## config.mk

```make
export PLATFORM = sky130hd
export DESIGN_NAME = bxfer_engine
export DESIGN_NICKNAME = d
export VERILOG_FILES = /design/src/rtl/bxfer_pkg.sv /design/src/rtl/bxfer_addr_gen.sv /design/src/rtl/bxfer_ctl.sv /design/src/rtl/bxfer_dp.sv /design/src/rtl/bxfer_engine.sv
export SDC_FILE = /design/constraint.sdc
export NUM_CORES = 1
export LEC_CHECK = 0
export ABC_AREA = 1
export BUFFER_PORTS_ARGS = -buffer_cell sky130_fd_sc_hd__buf_4
export CAP_MARGIN = 20
export CORE_ASPECT_RATIO = 0.9
export CORE_MARGIN = 1
export CORE_UTILIZATION = 58
export CTS_CLUSTER_SIZE = 10
export DETAILED_ROUTE_END_ITERATION = 12
export GPL_ROUTABILITY_DRIVEN = 0
export PLACE_DENSITY_LB_ADDON = 0.3
export SETUP_SLACK_MARGIN = 0.2
export SLEW_MARGIN = 20
export SYNTH_ARGS = -nofsm -noshare
export SYNTH_HDL_FRONTEND = slang
export SYNTH_SLANG_ARGS = --single-unit
```

## constraint.sdc

```tcl
create_clock -name clk -period 4.5 [get_ports clk]
set_clock_uncertainty 0.05 [all_clocks]
set_input_delay 0.9 -clock clk [delete_from_list [all_inputs] [get_ports clk]]
set_output_delay 0.9 -clock clk [all_outputs]
set_load 0.03 [all_outputs]
```

## src/rtl/bxfer_pkg.sv

```systemverilog
package bxfer_pkg;

  localparam logic [7:0] OP_UP_UP     = 8'h73;
  localparam logic [7:0] OP_DN_DN     = 8'hC3;
  localparam logic [7:0] OP_UP_HOLD   = 8'hD3;
  localparam logic [7:0] OP_UP_ALT    = 8'hE3;
  localparam logic [7:0] OP_ALT_UP    = 8'hF3;

  localparam int PUSH_COUNT = 3;

  typedef enum logic [1:0] {
    STEP_INC  = 2'd0,
    STEP_DEC  = 2'd1,
    STEP_HOLD = 2'd2,
    STEP_ALT  = 2'd3
  } stepMode_t;

  typedef struct packed {
    logic      valid;
    stepMode_t srcMode;
    stepMode_t dstMode;
  } opDecode_t;

  typedef struct packed {
    logic       load;
    logic       pushEn;
    logic [1:0] pushSel;
    logic       rdEn;
    logic       capture;
    logic       wrEn;
    logic       advance;
  } dpStrobe_t;

  function automatic opDecode_t decodeOp(input logic [7:0] op);
    opDecode_t d;
    d = '{valid: 1'b0, srcMode: STEP_INC, dstMode: STEP_INC};
    case (op)
      OP_UP_UP:   d = '{valid: 1'b1, srcMode: STEP_INC, dstMode: STEP_INC};
      OP_DN_DN:   d = '{valid: 1'b1, srcMode: STEP_DEC, dstMode: STEP_DEC};
      OP_UP_HOLD: d = '{valid: 1'b1, srcMode: STEP_INC, dstMode: STEP_HOLD};
      OP_UP_ALT:  d = '{valid: 1'b1, srcMode: STEP_INC, dstMode: STEP_ALT};
      OP_ALT_UP:  d = '{valid: 1'b1, srcMode: STEP_ALT, dstMode: STEP_INC};
      default:    d = '{valid: 1'b0, srcMode: STEP_INC, dstMode: STEP_INC};
    endcase
    return d;
  endfunction

endpackage

```

## src/rtl/bxfer_addr_gen.sv

```systemverilog
module bxfer_addr_gen
  import bxfer_pkg::*;
#(
  parameter int ADDR_W = 16
) (
  input  logic              clk,
  input  logic              rstN,
  input  logic              load,
  input  logic              advance,
  input  stepMode_t         modeIn,
  input  logic [ADDR_W-1:0] baseIn,
  output logic [ADDR_W-1:0] addr
);

  stepMode_t         mode;
  logic [ADDR_W-1:0] ptr;
  logic              flip;

  always_ff @(posedge clk) begin
    if (!rstN) begin
      mode <= STEP_INC;
      ptr  <= '0;
      flip <= 1'b0;
    end else if (load) begin
      mode <= modeIn;
      ptr  <= baseIn;
      flip <= 1'b0;
    end else if (advance) begin
      case (mode)
        STEP_INC:  ptr  <= ptr + ADDR_W'(1);
        STEP_DEC:  ptr  <= ptr - ADDR_W'(1);
        STEP_HOLD: ptr  <= ptr;
        STEP_ALT:  flip <= ~flip;
        default:   ptr  <= ptr;
      endcase
    end
  end

  // flip only ever toggles in alternate mode, so the sum is exact elsewhere
  assign addr = ptr + ADDR_W'(flip);

endmodule

```

## src/rtl/bxfer_ctl.sv

```systemverilog
module bxfer_ctl
  import bxfer_pkg::*;
#(
  parameter int PRO_CYC  = 17,
  parameter int STEP_CYC = 6
) (
  input  logic       clk,
  input  logic       rstN,
  input  logic       instValid,
  input  logic [7:0] instOpcode,
  input  logic       lastByte,
  output dpStrobe_t  strobe,
  output logic       busy,
  output logic       done
);

  localparam int CNT_W = $clog2(PRO_CYC);
  localparam int PH_W  = $clog2(STEP_CYC);
  localparam logic [CNT_W-1:0] CNT_LAST = CNT_W'(PRO_CYC - 1);
  localparam logic [PH_W-1:0]  PH_WRITE = PH_W'(STEP_CYC - 1);
  localparam logic [PH_W-1:0]  PH_GRAB  = PH_W'(1);

  typedef enum logic [1:0] {S_IDLE, S_SAVE, S_MOVE} ctlState_t;

  ctlState_t        state;
  logic [CNT_W-1:0] cnt;
  logic [PH_W-1:0]  phase;
  logic             doneQ;
  opDecode_t        dec;

  assign dec = decodeOp(instOpcode);

  always_comb begin
    strobe         = '0;
    strobe.load    = (state == S_IDLE) && instValid && dec.valid;
    strobe.pushEn  = (state == S_SAVE) && (cnt < CNT_W'(PUSH_COUNT));
    strobe.pushSel = cnt[1:0];
    strobe.rdEn    = (state == S_MOVE) && (phase == '0);
    strobe.capture = (state == S_MOVE) && (phase == PH_GRAB);
    strobe.wrEn    = (state == S_MOVE) && (phase == PH_WRITE);
    strobe.advance = strobe.wrEn;
  end

  always_ff @(posedge clk) begin
    if (!rstN) begin
      state <= S_IDLE;
      cnt   <= '0;
      phase <= '0;
      doneQ <= 1'b0;
    end else begin
      doneQ <= 1'b0;
      case (state)
        S_IDLE: begin
          if (strobe.load) begin
            state <= S_SAVE;
            cnt   <= '0;
          end
        end
        S_SAVE: begin
          if (cnt == CNT_LAST) begin
            state <= S_MOVE;
            phase <= '0;
          end else begin
            cnt <= cnt + CNT_W'(1);
          end
        end
        S_MOVE: begin
          if (phase == PH_WRITE) begin
            phase <= '0;
            if (lastByte) begin
              state <= S_IDLE;
              doneQ <= 1'b1;
            end
          end else begin
            phase <= phase + PH_W'(1);
          end
        end
        default: state <= S_IDLE;
      endcase
    end
  end

  assign busy = (state != S_IDLE);
  assign done = doneQ;

endmodule

```

## src/rtl/bxfer_dp.sv

```systemverilog
module bxfer_dp
  import bxfer_pkg::*;
#(
  parameter int ADDR_W   = 16,
  parameter int DATA_W   = 8,
  parameter int LEN_W    = 16,
  parameter int CYC_W    = 20,
  parameter int PRO_CYC  = 17,
  parameter int STEP_CYC = 6
) (
  input  logic              clk,
  input  logic              rstN,
  input  dpStrobe_t         strobe,
  input  logic [7:0]        instOpcode,
  input  logic [ADDR_W-1:0] instSrc,
  input  logic [ADDR_W-1:0] instDst,
  input  logic [LEN_W-1:0]  instLen,
  input  logic [DATA_W-1:0] regA,
  input  logic [DATA_W-1:0] regX,
  input  logic [DATA_W-1:0] regY,
  input  logic [DATA_W-1:0] memRdata,
  output logic [ADDR_W-1:0] memAddr,
  output logic [DATA_W-1:0] memWdata,
  output logic [DATA_W-1:0] stkData,
  output logic [CYC_W-1:0]  totalCycles,
  output logic              lastByte
);

  localparam int REM_W = LEN_W + 1;
  localparam logic [REM_W-1:0] FULL_LEN = REM_W'(1) << LEN_W;

  opDecode_t         dec;
  logic [REM_W-1:0]  effLen;
  logic [REM_W-1:0]  remaining;
  logic [DATA_W-1:0] saved [PUSH_COUNT];
  logic [DATA_W-1:0] dataHold;
  logic [CYC_W-1:0]  cycTotal;
  logic [ADDR_W-1:0] chanAddr [2];
  stepMode_t         chanMode [2];
  logic [ADDR_W-1:0] chanBase [2];

  assign dec      = decodeOp(instOpcode);
  assign effLen   = (instLen == '0) ? FULL_LEN : REM_W'(instLen);
  assign cycTotal = CYC_W'(PRO_CYC) + CYC_W'(STEP_CYC) * CYC_W'(effLen);

  assign chanMode[0] = dec.srcMode;
  assign chanMode[1] = dec.dstMode;
  assign chanBase[0] = instSrc;
  assign chanBase[1] = instDst;

  // channel 0 walks the source, channel 1 the destination
  for (genvar ch = 0; ch < 2; ch++) begin : g_chan
    bxfer_addr_gen #(.ADDR_W(ADDR_W)) u_gen (
      .clk    (clk),
      .rstN   (rstN),
      .load   (strobe.load),
      .advance(strobe.advance),
      .modeIn (chanMode[ch]),
      .baseIn (chanBase[ch]),
      .addr   (chanAddr[ch])
    );
  end

  always_ff @(posedge clk) begin
    if (!rstN) begin
      remaining   <= '0;
      dataHold    <= '0;
      totalCycles <= '0;
      for (int i = 0; i < PUSH_COUNT; i++) saved[i] <= '0;
    end else begin
      if (strobe.load) begin
        remaining   <= effLen;
        totalCycles <= cycTotal;
        saved[0]    <= regA;
        saved[1]    <= regX;
        saved[2]    <= regY;
      end else if (strobe.advance) begin
        remaining <= remaining - REM_W'(1);
      end
      if (strobe.capture) dataHold <= memRdata;
    end
  end

  assign lastByte = (remaining == REM_W'(1));
  assign memAddr  = strobe.wrEn ? chanAddr[1] : chanAddr[0];
  assign memWdata = dataHold;
  assign stkData  = (strobe.pushSel < 2'(PUSH_COUNT)) ? saved[strobe.pushSel] : '0;

endmodule

```

## src/rtl/bxfer_engine.sv

```systemverilog
module bxfer_engine
  import bxfer_pkg::*;
#(
  parameter int ADDR_W   = 16,
  parameter int DATA_W   = 8,
  parameter int LEN_W    = 16,
  parameter int CYC_W    = 20,
  parameter int PRO_CYC  = 17,
  parameter int STEP_CYC = 6
) (
  input  logic              clk,
  input  logic              rstN,
  input  logic              instValid,
  input  logic [7:0]        instOpcode,
  input  logic [ADDR_W-1:0] instSrc,
  input  logic [ADDR_W-1:0] instDst,
  input  logic [LEN_W-1:0]  instLen,
  input  logic [DATA_W-1:0] regA,
  input  logic [DATA_W-1:0] regX,
  input  logic [DATA_W-1:0] regY,
  output logic              busy,
  output logic              done,
  output logic [CYC_W-1:0]  totalCycles,
  output logic [ADDR_W-1:0] memAddr,
  output logic              memRd,
  output logic              memWr,
  output logic [DATA_W-1:0] memWdata,
  input  logic [DATA_W-1:0] memRdata,
  output logic              stkWr,
  output logic [DATA_W-1:0] stkData
);

  dpStrobe_t strobe;
  logic      lastByte;

  bxfer_ctl #(
    .PRO_CYC (PRO_CYC),
    .STEP_CYC(STEP_CYC)
  ) u_ctl (
    .clk       (clk),
    .rstN      (rstN),
    .instValid (instValid),
    .instOpcode(instOpcode),
    .lastByte  (lastByte),
    .strobe    (strobe),
    .busy      (busy),
    .done      (done)
  );

  bxfer_dp #(
    .ADDR_W  (ADDR_W),
    .DATA_W  (DATA_W),
    .LEN_W   (LEN_W),
    .CYC_W   (CYC_W),
    .PRO_CYC (PRO_CYC),
    .STEP_CYC(STEP_CYC)
  ) u_dp (
    .clk        (clk),
    .rstN       (rstN),
    .strobe     (strobe),
    .instOpcode (instOpcode),
    .instSrc    (instSrc),
    .instDst    (instDst),
    .instLen    (instLen),
    .regA       (regA),
    .regX       (regX),
    .regY       (regY),
    .memRdata   (memRdata),
    .memAddr    (memAddr),
    .memWdata   (memWdata),
    .stkData    (stkData),
    .totalCycles(totalCycles),
    .lastByte   (lastByte)
  );

  assign memRd = strobe.rdEn;
  assign memWr = strobe.wrEn;
  assign stkWr = strobe.pushEn;

endmodule

```

After elaboration in Yosys (flattened, before gate mapping)
Memory sizes are Yosys's and may differ from the RTL's. A register that Yosys moved wholly into a read port is not among the register bits. Index checks and enable logic that the tools add are counted.

Flip-flop bits (word level): 94. Memory bits (writable): 24. Word-level logic and storage cells: 112. Memories: 1.

Add/sub/neg operators: 10. Multipliers: 1. Magnitude comparators: 2. Equality and inequality tests: 20. Muxes and demuxes: 33. Bitwise gates (word level): 6. Reduce and logical (&&, ||, !) cells: 26.

Memory list: u_dp.saved (words 3, width 8, read ports 1, clocked after Yosys merged registers in 1, write ports 3, RTL line bxfer_dp.sv:35) `logic [DATA_W-1:0] saved [PUSH_COUNT];`.

Operator list (number): 16-bit 2-to-1 mux (5); 16-bit case mux with 2 select lines (2); 17-bit 2-to-1 mux (3); 16-bit by 1-bit adder with 16-bit output (2); 16-bit by 1-bit adder with 16-bit output (second input constant) (2); 8-bit equality test (second input constant) (4); 8-bit 2-to-1 mux (4); 16-bit by 1-bit subtractor with 16-bit output (second input constant) (2); 5-bit case mux with 5 select lines (1); 5-bit by 20-bit adder with 20-bit output (first input constant) (1); 2-bit by 17-bit multiplier with 19-bit output (first input constant) (1); 17-bit by 1-bit equality test with 1-bit output (second input constant) (1); 17-bit by 1-bit subtractor with 17-bit output (second input constant) (1); 16-bit logical NOT (1); 2-bit 2-to-1 mux (6); 5-bit 2-to-1 mux (2); 5-bit case mux with 2 select lines (1); 2-bit AND reduction (5); 8-bit by 7-bit equality test with 1-bit output (second input constant) (1); 2-bit != test (second input constant) (4); 2-bit nonzero test (4); 2-bit by 1-bit equality test with 1-bit output (second input constant) (3); 2-bit equality test (second input constant) (3); 1-bit logical AND (6); other kinds (20) (33).

Depth between registers and ports, before layout
Gate-level depths: netlist of the first run.

Word-level depth: 7. Gate-level depth with buffers: 26. Depth with buffers taken out: 25.

Modules after synthesis
From an unflattened synthesis of the first run, not the netlist that was laid out.

Cells, all modules: 1541. Area total of the unflattened synthesis: 9751.9 um2.

By module, submodules not included: bxfer_dp (times used 1, cells each 742, area an instance 4933.5 um2, sequential area each 1621.6 um2); bxfer_addr_gen at u_dp.g_chan[0].u_gen (times used 1, cells each 355, area an instance 2080.7 um2, sequential area each 380.4 um2); bxfer_addr_gen at u_dp.g_chan[1].u_gen (times used 1, cells each 336, area an instance 1990.7 um2, sequential area each 380.4 um2); bxfer_ctl (times used 1, cells each 108, area an instance 747.0 um2, sequential area each 220.2 um2).

Least setup slack after synthesis of the first run
OpenSTA, ideal clock, no wires.

Path kind: input port to flip-flop. Start point: in instLen[14]. End point: reg u_dp.totalCycles[18]. Library setup time: 0.112 ns. Arrival time: 3.552 ns. Data required time: 4.338 ns. Setup slack: 0.786 ns. Stages on the path: 22. Path buffers: 1. Path through: inv_1 -> ha_1 -> nand2_1 -> nor2_1 -> nand2_1 -> clkinv_1 -> clkbuf_1 -> nor2_1 -> fa_1 -> xor2_2 -> ha_1 -> inv_1 -> nor2_4 -> nand2_2 -> nor2_4 -> nand2_2 -> nor2_4 -> nand2_1 -> nand2_1 -> nand2_1 -> nand2_1 -> nand2_1.

Longest elaborated chain between the ends: 4.

RTL lines: start: declaration (RTL line bxfer_engine.sv:17) `input logic [LEN_W-1:0] instLen,`; 16-bit logical NOT (RTL line bxfer_dp.sv:43) `assign effLen = (instLen == '0) ? FULL_LEN : REM_W'(instLen);`; 17-bit 2-to-1 mux (*) (RTL line bxfer_dp.sv:43); 2-bit by 17-bit multiplier with 19-bit output (*) (RTL line bxfer_dp.sv:44) `assign cycTotal = CYC_W'(PRO_CYC) + CYC_W'(STEP_CYC) * CYC_W'(effLen);`; 5-bit by 20-bit adder with 20-bit output (*) (RTL line bxfer_dp.sv:44); end signal: assignment (RTL line bxfer_dp.sv:73) `totalCycles <= cycTotal;`; end: declaration (RTL line bxfer_dp.sv:25) `output logic [CYC_W-1:0] totalCycles,`.

Mark *: on every way between the ends. The rest lies on a longest branch, timed or not. A chain may end at the register's enable or synchronous reset.

Final worst setup path of the first run
Start point: reg u_ctl.phase[0]. End point: out memAddr[3].

Longest elaborated chain between the ends: 3.

RTL lines: start: declaration (RTL line bxfer_ctl.sv:27) `logic [PH_W-1:0] phase;`; start signal: assignment (RTL line bxfer_ctl.sv:75) `phase <= phase + PH_W'(1);`; 3-bit equality test (RTL line bxfer_ctl.sv:40) `strobe.wrEn = (state == S_MOVE) && (phase == PH_WRITE);`; 1-bit logical AND (RTL line bxfer_ctl.sv:40); 16-bit 2-to-1 mux (RTL line bxfer_dp.sv:85) `assign memAddr = strobe.wrEn ? chanAddr[1] : chanAddr[0];`; end: declaration (RTL line bxfer_engine.sv:24) `output logic [ADDR_W-1:0] memAddr,`.

No other way between the ends.

==> results of run 1 <==
[logic make-up after synthesis]
group                      Yosys count  share of synthesized area
AOI/OAI and AO/OA                  235                      0.146
xor gates and xnor gates            39                     0.0393
adders and majority gates           64                     0.0879
buffers and inverters              269                      0.115
DFF                                120                      0.282
muxes                                8                    0.00962
and+or+nand+nor                    677                      0.321
[power by group through the flow]
stage / clock [W] / sequential (W) / combinational, W
final: 0.00135 / 0.00112 / 0.000411
after global routing: 0.00141 / 0.00112 / 0.000453
after CTS: 0.00136 / 0.00111 / 0.000407
after detailed placement: 0 / 0.00114 / 0.000402
after global placement: 0 / 0.00114 / 0.000394
after floorplan: 0 / 0.00114 / 0.000273
[sequential cells by signal, indices dropped and copies added (netlist names), named ones only]
| register | cells |
|---|---|
| u_ctl.cnt | 5 |
| u_dp.remaining | 17 |
| u_dp.saved | 24 |
| u_dp.memWdata | 8 |
| u_dp.g_chan.u_gen.flip | 2 |
| u_ctl.phase | 3 |
| u_dp.g_chan.u_gen.ptr | 32 |
| u_dp.totalCycles | 20 |
| u_ctl.state | 2 |
| u_ctl.done | 1 |
| u_dp.g_chan.u_gen.mode | 4 |
[placed cells by master (no fill, tap or decap), types with 6 or more instances in the layout]
master                      count
sky130_fd_sc_hd__ha_1          61
sky130_fd_sc_hd__nand3_2        6
sky130_fd_sc_hd__o21bai_1      10
sky130_fd_sc_hd__a31oi_1       29
sky130_fd_sc_hd__nor2_2         6
sky130_fd_sc_hd__nor2_4         7
sky130_fd_sc_hd__a21oi_1       70
sky130_fd_sc_hd__nand2_1      330
sky130_fd_sc_hd__o21ai_1        8
sky130_fd_sc_hd__nor2_1       147
sky130_fd_sc_hd__xor2_1        24
sky130_fd_sc_hd__nor3_1        27
sky130_fd_sc_hd__o211ai_1       6
sky130_fd_sc_hd__dfxtp_1       96
sky130_fd_sc_hd__mux2_2         8
sky130_fd_sc_hd__o21ai_0       75
sky130_fd_sc_hd__nand2_2       26
sky130_fd_sc_hd__a211oi_1       7
sky130_fd_sc_hd__nand3_1       90
sky130_fd_sc_hd__edfxtp_1      24
sky130_fd_sc_hd__xnor2_1       13
sky130_fd_sc_hd__clkbuf_16     17
sky130_fd_sc_hd__nand4_1       10
sky130_fd_sc_hd__inv_1        218
sky130_fd_sc_hd__inv_2         10
sky130_fd_sc_hd__buf_4        156
sky130_fd_sc_hd__nand2_4        7
[worst min-delay path, cell delays in order, from the launching register on]
cell	delay [ns]
sky130_fd_sc_hd__dfxtp_1	0.30
sky130_fd_sc_hd__nand2_1	0.05
sky130_fd_sc_hd__nand2_1	0.04
[worst paths after layout]
kind / cells past startpoint / to
hold reg to reg: 2 / u_dp.totalCycles[0]
setup reg to reg: 17 / u_dp.g_chan[0].u_gen.ptr[14]
setup / recovery: 10 / memAddr[3]
hold / removal: 2 / u_dp.totalCycles[0]
[per-layer routing]
layer	track usage	part of all wire	wire length, um	vias to the layer above
met5	0	0	0	-
met4	0.0979	0.018	435	0
met3	0.0595	0.080	1970	49
met2	0.487	0.46	11200	387
met1	0.398	0.45	11000	4378
li1	-	-	-	4846
[cell type report]
class / instances / area, um2
Multi-Input combinational cell: 1023 / 5650
Fill cell: 1287 / 4430
Sequential cell: 120 / 2640
Timing Repair Buffer: 156 / 1170
Inverter: 232 / 875
Clock buffer: 17 / 425
Tap cell: 202 / 253
Clock inverter: 15 / 156
[stage by stage]
stage	std cells	setup WS, ns	total power, W	utilization	cell area (um2)
after global placement	1733	0.620	0.00153	0.679	10600
final	1765	0.807	0.00288	0.716	11200
after global routing	1765	0.519	0.00298	0.716	11200
after floorplan	1412	0.786	0.00141	-	9370
after CTS	1765	0.848	0.00288	0.716	11200
after detailed placement	1733	0.526	0.00154	0.679	10600
==> results.cfg, run 1 <==
[global_route]
grt_util_all_layers = 0.299
via_count_of_the_first_global_routing_pass = 8590
pin_count_of_the_biggest_net_entering_global_routing = 49
grt_pass1_wl_um = 39700
antenna_found_initial = 0
globalRoute.totalOverflow = 0

[yosys]
mappedNetlistArea_um2 = 9370
number_of_synthesized_flops_with_an_enable_pin = 24
synth_top_cell_by_area = sky130_fd_sc_hd__dfxtp_1
synth.yosys.seq_area_share = 0.282
ys_dominant_reg_cell = sky130_fd_sc_hd__dfxtp_1
synthesis.yosys.warnings = 0
postSynthNetCount = 1567
yosysUniqueCellTypes = 59
syn-instance-count = 1412
syn_area_per_cell_um2 = 6.64
yosysMostFrequentCell = sky130_fd_sc_hd__nand2_1
largest_cells_by_area_after_synthesis = sky130_fd_sc_hd__dfxtp_1, sky130_fd_sc_hd__nand2_1, sky130_fd_sc_hd__inv_1
ys_top_cells_by_count = sky130_fd_sc_hd__nand2_1, sky130_fd_sc_hd__inv_1, sky130_fd_sc_hd__nor2_1, sky130_fd_sc_hd__dfxtp_1, sky130_fd_sc_hd__nand3_1
ff_latch_count_synth = 120
asyncSetResetFlopFracSynth = 0
synth_top_cell_area_share = 0.205

[critical_path]
crit_reg_reg_startpoint = u_dp.g_chan[0].u_gen.mode[0]
cp_slowest_cell = sky130_fd_sc_hd__inv_2
critical_path.top_delay_family = buffers and inverters
required_ns = 3.55
startpoint = u_ctl.phase[0]
setup.worst_path.class = flip-flop to output port
crit_chain = inv_1 > nor2_1 > inv_1 > nor2_1 > nand2_2 > inv_2 > a21oi_1 > o21ai_0 > o21ai_0 > buf_4
worst-endpoint-arrival_ns = 2.74
r2r_setup_slack_ns = 1.89
crit_buf_inv = 4
worst_path_largest_cell_delay_ns = 0.54
worstSetupStartpointType = flip-flop
crit_path_end_kind = output port
worst-path-max-fanout = 33

[die]
fp.dieH_um = 123
initial_core_utilization = 0.600
num_rows = 43
die_width_um = 136
fp.coreArea_um2 = 15600
io_pins = 148
fp.dieArea_um2 = 16700

[power]
pwr_density_cell_nw_per_um2 = 258
power.switching_fraction = 0.288
netSwitchingPower_w = 0.000829
p_leak_nw = 5.66
share_clk_of_total_power = 0.470
power_frac_comb = 0.143
internal-power_w = 0.00205
sequentialPowerShare = 0.387
max-vdd-ir-drop_mv = 0.281

[place]
dp_hpwl_um = 18000
place.port_buffers = 147

[route]
post_drt_wl_per_cell_um = 13.9
drc = 0
drt_pass1_iterations = 7
vias_per_cell = 5.47
final_antenna_net_count = 0
finalWirelength_um = 24600
detailedRoute.firstIterationViolations = 849
routed-via-count = 9660

[timing]
maxSlewViolCount = 0
worst-slew-pin-transition_ns = 0.970
setup-tns-final_ns = 0
report.final.setup_viol = 0
layout_worst_path_cycle_share = 0.821
rsz0062_at_grt = false
timing.max_slew.rel_slack = 0.353
finalHoldWorstSlack_ns = 0.394
max_freq_mhz = 271
finalCriticalPeriod_ns = 3.69
report.final.hold_viol_count = 0

[cts]
cts_max_path_buffers = 2
post_cts_resize_count = 0
tritoncts = built
root_buffer = sky130_fd_sc_hd__clkbuf_16
number_of_buffers_added_by_the_clock_tree_synthesis_step = 17
ctsHoldBuffers = 0
postCtsSetupRepairBufs = 0
worst_setup_hold_path_clk_slew_ns = 0.06
insertion_delay_ns = 0.43
clock_tree.htree_level_count = 4
clock_sinks = 120

[cells_and_area]
num_antenna_cells = 0
area_growth_syn_to_layout_pct = 19.3
number_of_nets_in_the_layout = 1705
final_layout_size_suffix_gt1_frac = 0.174

[status]
status = completed

[run]
drv.max_cap_violation_count = 0

[min_path]
startpoint_of_the_worst_hold_path = u_dp.totalCycles[0]
hold_path_class = flip-flop to flip-flop
(Power assumes the default switching activity.)
==> inputs of run 2 (changes only) <==
--- a/config.mk
+++ b/config.mk
@@ -5,12 +5,12 @@
 export SDC_FILE = /design/constraint.sdc
 export NUM_CORES = 1
 export LEC_CHECK = 0
-export ABC_AREA = 1
+export ABC_AREA = 0
 export BUFFER_PORTS_ARGS = -buffer_cell sky130_fd_sc_hd__buf_4
 export CAP_MARGIN = 20
 export CORE_ASPECT_RATIO = 0.9
 export CORE_MARGIN = 1
-export CORE_UTILIZATION = 58
+export CORE_UTILIZATION = 57
 export CTS_CLUSTER_SIZE = 10
 export DETAILED_ROUTE_END_ITERATION = 12
 export GPL_ROUTABILITY_DRIVEN = 0
==> constraint.sdc (replaced) <==
create_clock -name clk -period 3.7 [get_ports clk]
set_clock_uncertainty 0.05 [all_clocks]
set_input_delay 0.74 -clock clk [delete_from_list [all_inputs] [get_ports clk]]
set_output_delay 0.74 -clock clk [all_outputs]
set_load 0.03 [all_outputs]
==> results.cfg, run 2 <==
[cells_and_area]
largestRegisters = u_dp.g_chan.u_gen.ptr (32), u_dp.saved (24), u_dp.totalCycles (20)
largest-register = u_dp.g_chan.u_gen.ptr
final_layout_size_suffix_gt1_frac = 0.274
largest_register_ff_count = 32
mostFrequentLayoutCell = sky130_fd_sc_hd__buf_4
fillers = 971
seq_area_um2 = 2640
multi_input_comb_area_um2 = 5640
fraction_of_the_core_area_covered_by_cells_at_the_end_of_the_flow = 0.790
number_of_nets_in_the_layout = 1384
finish.instance_area_um2 = 11200
area_growth_syn_to_layout_pct = 34.8
post_layout_nonfiller_instances = 1435
num_antenna_cells = 0
layout_common_cells = sky130_fd_sc_hd__buf_4, sky130_fd_sc_hd__nor2_1, sky130_fd_sc_hd__dfxtp_1, sky130_fd_sc_hd__nand2_1, sky130_fd_sc_hd__a21oi_1

[cts]
root_buffer = sky130_fd_sc_hd__clkbuf_16
worst_setup_hold_path_clk_slew_ns = 0.06
insertion_delay_ns = 0.42
tritoncts = built
ctsHoldBuffers = 0
cts_max_path_buffers = 2
clock_tree.htree_level_count = 4
clock_sinks = 120
number_of_buffers_added_by_the_clock_tree_synthesis_step = 17

[die]
fp.dieH_um = 116
initial_core_utilization = 0.586
io_pins = 148
fp.dieArea_um2 = 15000
fp.coreArea_um2 = 14100
die_width_um = 129
num_rows = 41

[yosys]
synth_top_cell_by_area = sky130_fd_sc_hd__dfxtp_1
ys_top_cells_by_count = sky130_fd_sc_hd__nor2_1, sky130_fd_sc_hd__dfxtp_1, sky130_fd_sc_hd__a21oi_1, sky130_fd_sc_hd__nand2_1, sky130_fd_sc_hd__ha_1
ff_latch_count_synth = 120
syn-instance-count = 1030
synthesis.yosys.warnings = 0
yosysMostFrequentCell = sky130_fd_sc_hd__nor2_1
synth_top_cell_area_share = 0.232
asyncSetResetFlopFracSynth = 0
ys_dominant_reg_cell = sky130_fd_sc_hd__dfxtp_1
largest_cells_by_area_after_synthesis = sky130_fd_sc_hd__dfxtp_1, sky130_fd_sc_hd__ha_1, sky130_fd_sc_hd__edfxtp_1
postSynthNetCount = 1185
synth.yosys.seq_area_share = 0.320
mappedNetlistArea_um2 = 8270
number_of_synthesized_flops_with_an_enable_pin = 24
syn_area_per_cell_um2 = 8.03
yosysUniqueCellTypes = 70

[route]
detailedRoute.firstIterationViolations = 791
post_drt_wl_per_cell_um = 17.5
finalWirelength_um = 25100
routed-via-count = 8634
vias_per_cell = 6.02
final_antenna_net_count = 0
drt_pass1_iterations = 6
drc = 0

[critical_path]
worst_path_largest_cell_delay_ns = 0.42
crit_chain = buf_8 > inv_6 > ha_4 > nand4_1 > nor2_4 > buf_6 > nor2_4 > fa_2 > buf_6 > a21o_1 > a311o_1 > a21oi_2 > xnor2_2 > and4_4 > nor4b_4 > buf_4 > nand2_2 > xor2_2 > o21ai_1
r2r_setup_slack_ns = 0.44
worst-r2r-cell-count = 12
crit_path_end_kind = flip-flop
crit_buf_inv = 5
worst-endpoint-arrival_ns = 4.07
required_ns = 3.99
crit_reg_reg_startpoint = u_dp.g_chan[0].u_gen.mode[1]
worstSetupStartpointType = input port
setup.worst_path.class = input port to flip-flop
cp_slowest_cell = sky130_fd_sc_hd__fa_2
critical_path.top_delay_family = simple AND/OR/NAND/NOR gates
rr_endpoint = u_dp.g_chan[0].u_gen.ptr[15]
worst-path-max-fanout = 4

[timing]
timing.max_slew.rel_slack = 0.398
report.final.setup_viol = 4
max_freq_mhz = 265
finalHoldWorstSlack_ns = 0.405
layout_worst_path_cycle_share = 1.02
postLayoutSetupSlackWorst_ns = -0.0772
report.final.hold_viol_count = 0
rsz0062_at_grt = true
worst-slew-pin-transition_ns = 0.900
finalCriticalPeriod_ns = 3.78
maxSlewViolCount = 0

[place]
placed_area_um2 = 10200
place.port_buffers = 147
placedCellCount = 1385
dp_hpwl_um = 16400

[power]
power.switching_fraction = 0.259
p_leak_nw = 4.89
power_frac_comb = 0.173
internal-power_w = 0.00275
netSwitchingPower_w = 0.000964
share_clk_of_total_power = 0.461
pwr_density_cell_nw_per_um2 = 333
sequentialPowerShare = 0.366
post-layout-total-power_w = 0.00372
max-vdd-ir-drop_mv = 0.324

[min_path]
holdPathStages = 2
startpoint_of_the_worst_hold_path = u_dp.totalCycles[1]
worst_hold_path.endpoint = u_dp.totalCycles[1]
hold_path_class = flip-flop to flip-flop

[run]
drv.max_cap_violation_count = 0

[status]
failed_checks = setup timing
status = finished with violations

[global_route]
grt_util_all_layers = 0.322
grt_pass1_wl_um = 38200
antenna_found_initial = 0
globalRoute.totalOverflow = 0
pin_count_of_the_biggest_net_entering_global_routing = 61
via_count_of_the_first_global_routing_pass = 7921
run 2: changes by cell type in the layout (fill, tap and decap cells not counted), sizes merged, moves of 10 or more:
cell    change
a211oi     +16
a21oi      +18
a31oi      -19
and3       +41
buf        +75
inv       -199
mux2i      +19
nand2     -275
nand3      -51
nor2       -26
o21ai      -21
o21bai     -10
xnor2      +34
run 2: worst max-delay path by stage:
stage / start / endpoint / slack (ns) / depth (start not counted)
floorplan: instLen[3] / u_dp.totalCycles[17] / -0.16 / 16
global placement: instLen[15] / u_dp.totalCycles[17] / -0.37 / 16
detailed placement: instLen[15] / u_dp.totalCycles[17] / -0.50 / 16
CTS: instLen[15] / u_dp.totalCycles[17] / 0.06 / 17
global route: instLen[15] / u_dp.totalCycles[17] / -0.15 / 17
finish: instLen[15] / u_dp.totalCycles[16] / -0.08 / 19
run 2: logic make-up after synthesis:
group | share of synthesized area
AO/OA/AOI/OAI | 0.199
XOR/XNOR | 0.0847
adder cells (fa/ha/maj) | 0.0995
buffers and inverters | 0.0410
flip-flops | 0.320
multiplexers | 0.0244
AND/OR/NAND/NOR | 0.231
run 2: routing by layer:
metal	GRT usage	share of wire	vias up
met4	0.119	0.030	0
met3	0.0421	0.071	92
met5	0	0	-
met2	0.551	0.49	410
li1	-	-	4110
met1	0.418	0.41	4022
run 2: final cells by class:
cell class                      count  share of cell area
Inverter                           39              0.0192
Clock inverter                     12              0.0135
Sequential cell                   120               0.237
Multi-Input combinational cell    820               0.506
Clock buffer                       20              0.0410
Tap cell                          193              0.0217
Timing Repair Buffer              231               0.162
run 2: tightest hold or removal path, cell delays in order (launching register included):
cell	delay (ns)
sky130_fd_sc_hd__dfxtp_1	0.31
sky130_fd_sc_hd__nand2_1	0.05
sky130_fd_sc_hd__a21oi_1	0.05
run 2: power by group through the flow:
stage	clock network, W	logic, W	registers, W
finish	0.00172	0.000641	0.00136
global route	0.00177	0.000677	0.00136
CTS	0.00170	0.000573	0.00136
detailed placement	0	0.000534	0.00139
global placement	0	0.000523	0.00139
floorplan	0	0.000295	0.00139
run 2: per-stage QoR:
stage | setup slack (ns) | TNS, ns
6_report | -0.0772 | -0.186
5_1_grt | -0.152 | -0.706
4_1_cts | 0.0636 | 0
3_5_place_dp | -0.499 | -2.86
3_3_place_gp | -0.371 | -2.04
2_1_floorplan | -0.158 | -0.269
run 2: repair_timing:
action                                  in CTS  in global routing
hold endpoints to repair                     0                  0
endpoints found under the setup margin       6                 11
pin swaps                                   20                 15
gates resized for setup                     28                 29
buffers inserted                            10                  8
==> inputs of run 3 (changes only) <==
--- a/config.mk
+++ b/config.mk
@@ -15,6 +15,7 @@
 export DETAILED_ROUTE_END_ITERATION = 12
 export GPL_ROUTABILITY_DRIVEN = 0
 export PLACE_DENSITY_LB_ADDON = 0.3
+export REMOVE_ABC_BUFFERS = 1
 export SETUP_SLACK_MARGIN = 0.2
 export SLEW_MARGIN = 20
 export SYNTH_ARGS = -nofsm -noshare
==> results.cfg, run 3 (synthesis results as in run 2) <==
[critical_path]
setup.worst_path.class = input port to flip-flop
crit_reg_reg_startpoint = u_dp.g_chan[0].u_gen.mode[1]
worstSetupStartpointType = input port
required_ns = 3.97
rr_endpoint = u_dp.g_chan[0].u_gen.ptr[14]
worst-r2r-cell-count = 12
r2r_setup_slack_ns = 0.42
worst-path-max-fanout = 4
crit_path_end_kind = flip-flop
worst-endpoint-arrival_ns = 4.49

[cts]
number_of_buffers_added_by_the_clock_tree_synthesis_step = 17
worst_setup_hold_path_clk_slew_ns = 0.06
ctsHoldBuffers = 0
root_buffer = sky130_fd_sc_hd__clkbuf_16
insertion_delay_ns = 0.43
clock_sinks = 120
cts_max_path_buffers = 2
tritoncts = built
clock_tree.htree_level_count = 4

[timing]
report.final.setup_viol = 9
worst-slew-pin-transition_ns = 0.985
postLayoutSetupSlackWorst_ns = -0.524
layout_worst_path_cycle_share = 1.14
timing.max_slew.rel_slack = 0.341
finalHoldWorstSlack_ns = 0.415
maxSlewViolCount = 0
report.final.hold_viol_count = 0
finalCriticalPeriod_ns = 4.22
max_freq_mhz = 237
rsz0062_at_grt = true

[global_route]
globalRoute.totalOverflow = 0
pin_count_of_the_biggest_net_entering_global_routing = 87
antenna_found_initial = 0
via_count_of_the_first_global_routing_pass = 8073
grt_pass1_wl_um = 38400
grt_util_all_layers = 0.325

[die]
fp.dieArea_um2 = 15000
num_rows = 41
die_width_um = 129
initial_core_utilization = 0.586
fp.coreArea_um2 = 14100
io_pins = 148
fp.dieH_um = 116

[place]
place.port_buffers = 147
placed_area_um2 = 9980
pre_cts_slack_ns = -0.609
dp_hpwl_um = 15500

[cells_and_area]
area_growth_syn_to_layout_pct = 37.4
largestRegisters = u_dp.g_chan.u_gen.ptr (32), u_dp.saved (24), u_dp.totalCycles (20)
layout_common_cells = sky130_fd_sc_hd__buf_4, sky130_fd_sc_hd__nor2_1, sky130_fd_sc_hd__dfxtp_1, sky130_fd_sc_hd__nand2_1, sky130_fd_sc_hd__a21oi_1
number_of_nets_in_the_layout = 1401
final_layout_size_suffix_gt1_frac = 0.295
finish.instance_area_um2 = 11400
num_antenna_cells = 0
mostFrequentLayoutCell = sky130_fd_sc_hd__buf_4
fillers = 897
seq_area_um2 = 2640
largest_register_ff_count = 32
multi_input_comb_area_um2 = 5720
fraction_of_the_core_area_covered_by_cells_at_the_end_of_the_flow = 0.805
largest-register = u_dp.g_chan.u_gen.ptr

[route]
detailedRoute.firstIterationViolations = 857
routed-via-count = 8971
finalWirelength_um = 27400
vias_per_cell = 6.18
drc = 0
post_drt_wl_per_cell_um = 18.9
final_antenna_net_count = 0
drt_pass1_iterations = 6

[min_path]
hold_path_class = flip-flop to flip-flop
holdPathStages = 2
worst_hold_path.endpoint = u_dp.totalCycles[16]
startpoint_of_the_worst_hold_path = u_dp.totalCycles[16]

[power]
pwr_density_cell_nw_per_um2 = 342
p_leak_nw = 4.97
post-layout-total-power_w = 0.00388
max-vdd-ir-drop_mv = 0.383

[run]
drv.max_cap_violation_count = 0

[status]
failed_checks = setup timing
status = finished with violations
## run 3: cell count changes in the layout (fill, tap and decap cells not counted), moves of 3 or more
cell,before,now
sky130_fd_sc_hd__nor2_1,130,127
sky130_fd_sc_hd__clkinv_1,3,0
sky130_fd_sc_hd__inv_2,0,6
sky130_fd_sc_hd__buf_4,215,231
## run 3: critical path: stages
cell,delay (ns)
sky130_fd_sc_hd__buf_6,0.10
sky130_fd_sc_hd__inv_4,0.09
sky130_fd_sc_hd__ha_4,0.16
sky130_fd_sc_hd__nand4_1,0.23
sky130_fd_sc_hd__nor2_4,0.26
sky130_fd_sc_hd__buf_6,0.17
sky130_fd_sc_hd__nor2_1,0.08
sky130_fd_sc_hd__ha_4,0.30
sky130_fd_sc_hd__buf_6,0.10
sky130_fd_sc_hd__o21ai_1,0.08
sky130_fd_sc_hd__o21ai_1,0.27
sky130_fd_sc_hd__a31oi_4,0.16
sky130_fd_sc_hd__xnor2_1,0.45
sky130_fd_sc_hd__buf_4,0.21
sky130_fd_sc_hd__nand4_1,0.25
sky130_fd_sc_hd__nor4_4,0.28
sky130_fd_sc_hd__nand3_2,0.17
sky130_fd_sc_hd__xnor2_2,0.18
sky130_fd_sc_hd__a211oi_1,0.19
## run 3: through the flow
step / setup TNS (ns) / std cells
final: -3.06 / 1452
after global routing: -4.22 / 1452
after CTS: -0.0329 / 1443
after detailed placement: -3.96 / 1393
after global placement: -3.51 / 1393
after floorplan: -28.44 / 979
## run 3: where the power goes
part           switching, W  internal (W)  total, W
combinational      0.000361      0.000342  0.000703
sequential        0.0000112       0.00135   0.00136
clock              0.000676       0.00114   0.00182
## run 3: how the worst max path moves through the flow
stage,start,end,cells after the start
2_1_floorplan,instOpcode[3],u_dp.remaining[8],8
3_3_place_gp,instLen[8],u_dp.totalCycles[18],17
3_5_place_dp,instLen[15],u_dp.totalCycles[17],16
4_1_cts,instLen[13],u_dp.totalCycles[17],18
5_1_grt,instLen[10],u_dp.totalCycles[19],18
6_report,instLen[11],u_dp.totalCycles[17],19
## run 3: area by class of cell
class	count	area share
inverters	39	0.0161
clock buffers	17	0.0374
clock inverters	15	0.0191
repair buffers	248	0.170
multi-input cells	820	0.504
flip-flops and latches	120	0.233
well taps	193	0.0213
## run 3: metal layers
layer,vias to the layer above,part of all wire,global-route usage
met5,-,0,0
met4,0,0.051,0.158
met3,151,0.088,0.0632
met2,542,0.46,0.540
met1,4126,0.40,0.408
li1,4152,-,-
## run 3: repair_timing
item / in CTS / in global routing
endpoints found under the setup margin: 11 / 16
setup buffers: 18 / 9
resized for setup: 82 / 44
pin swaps: 37 / 25
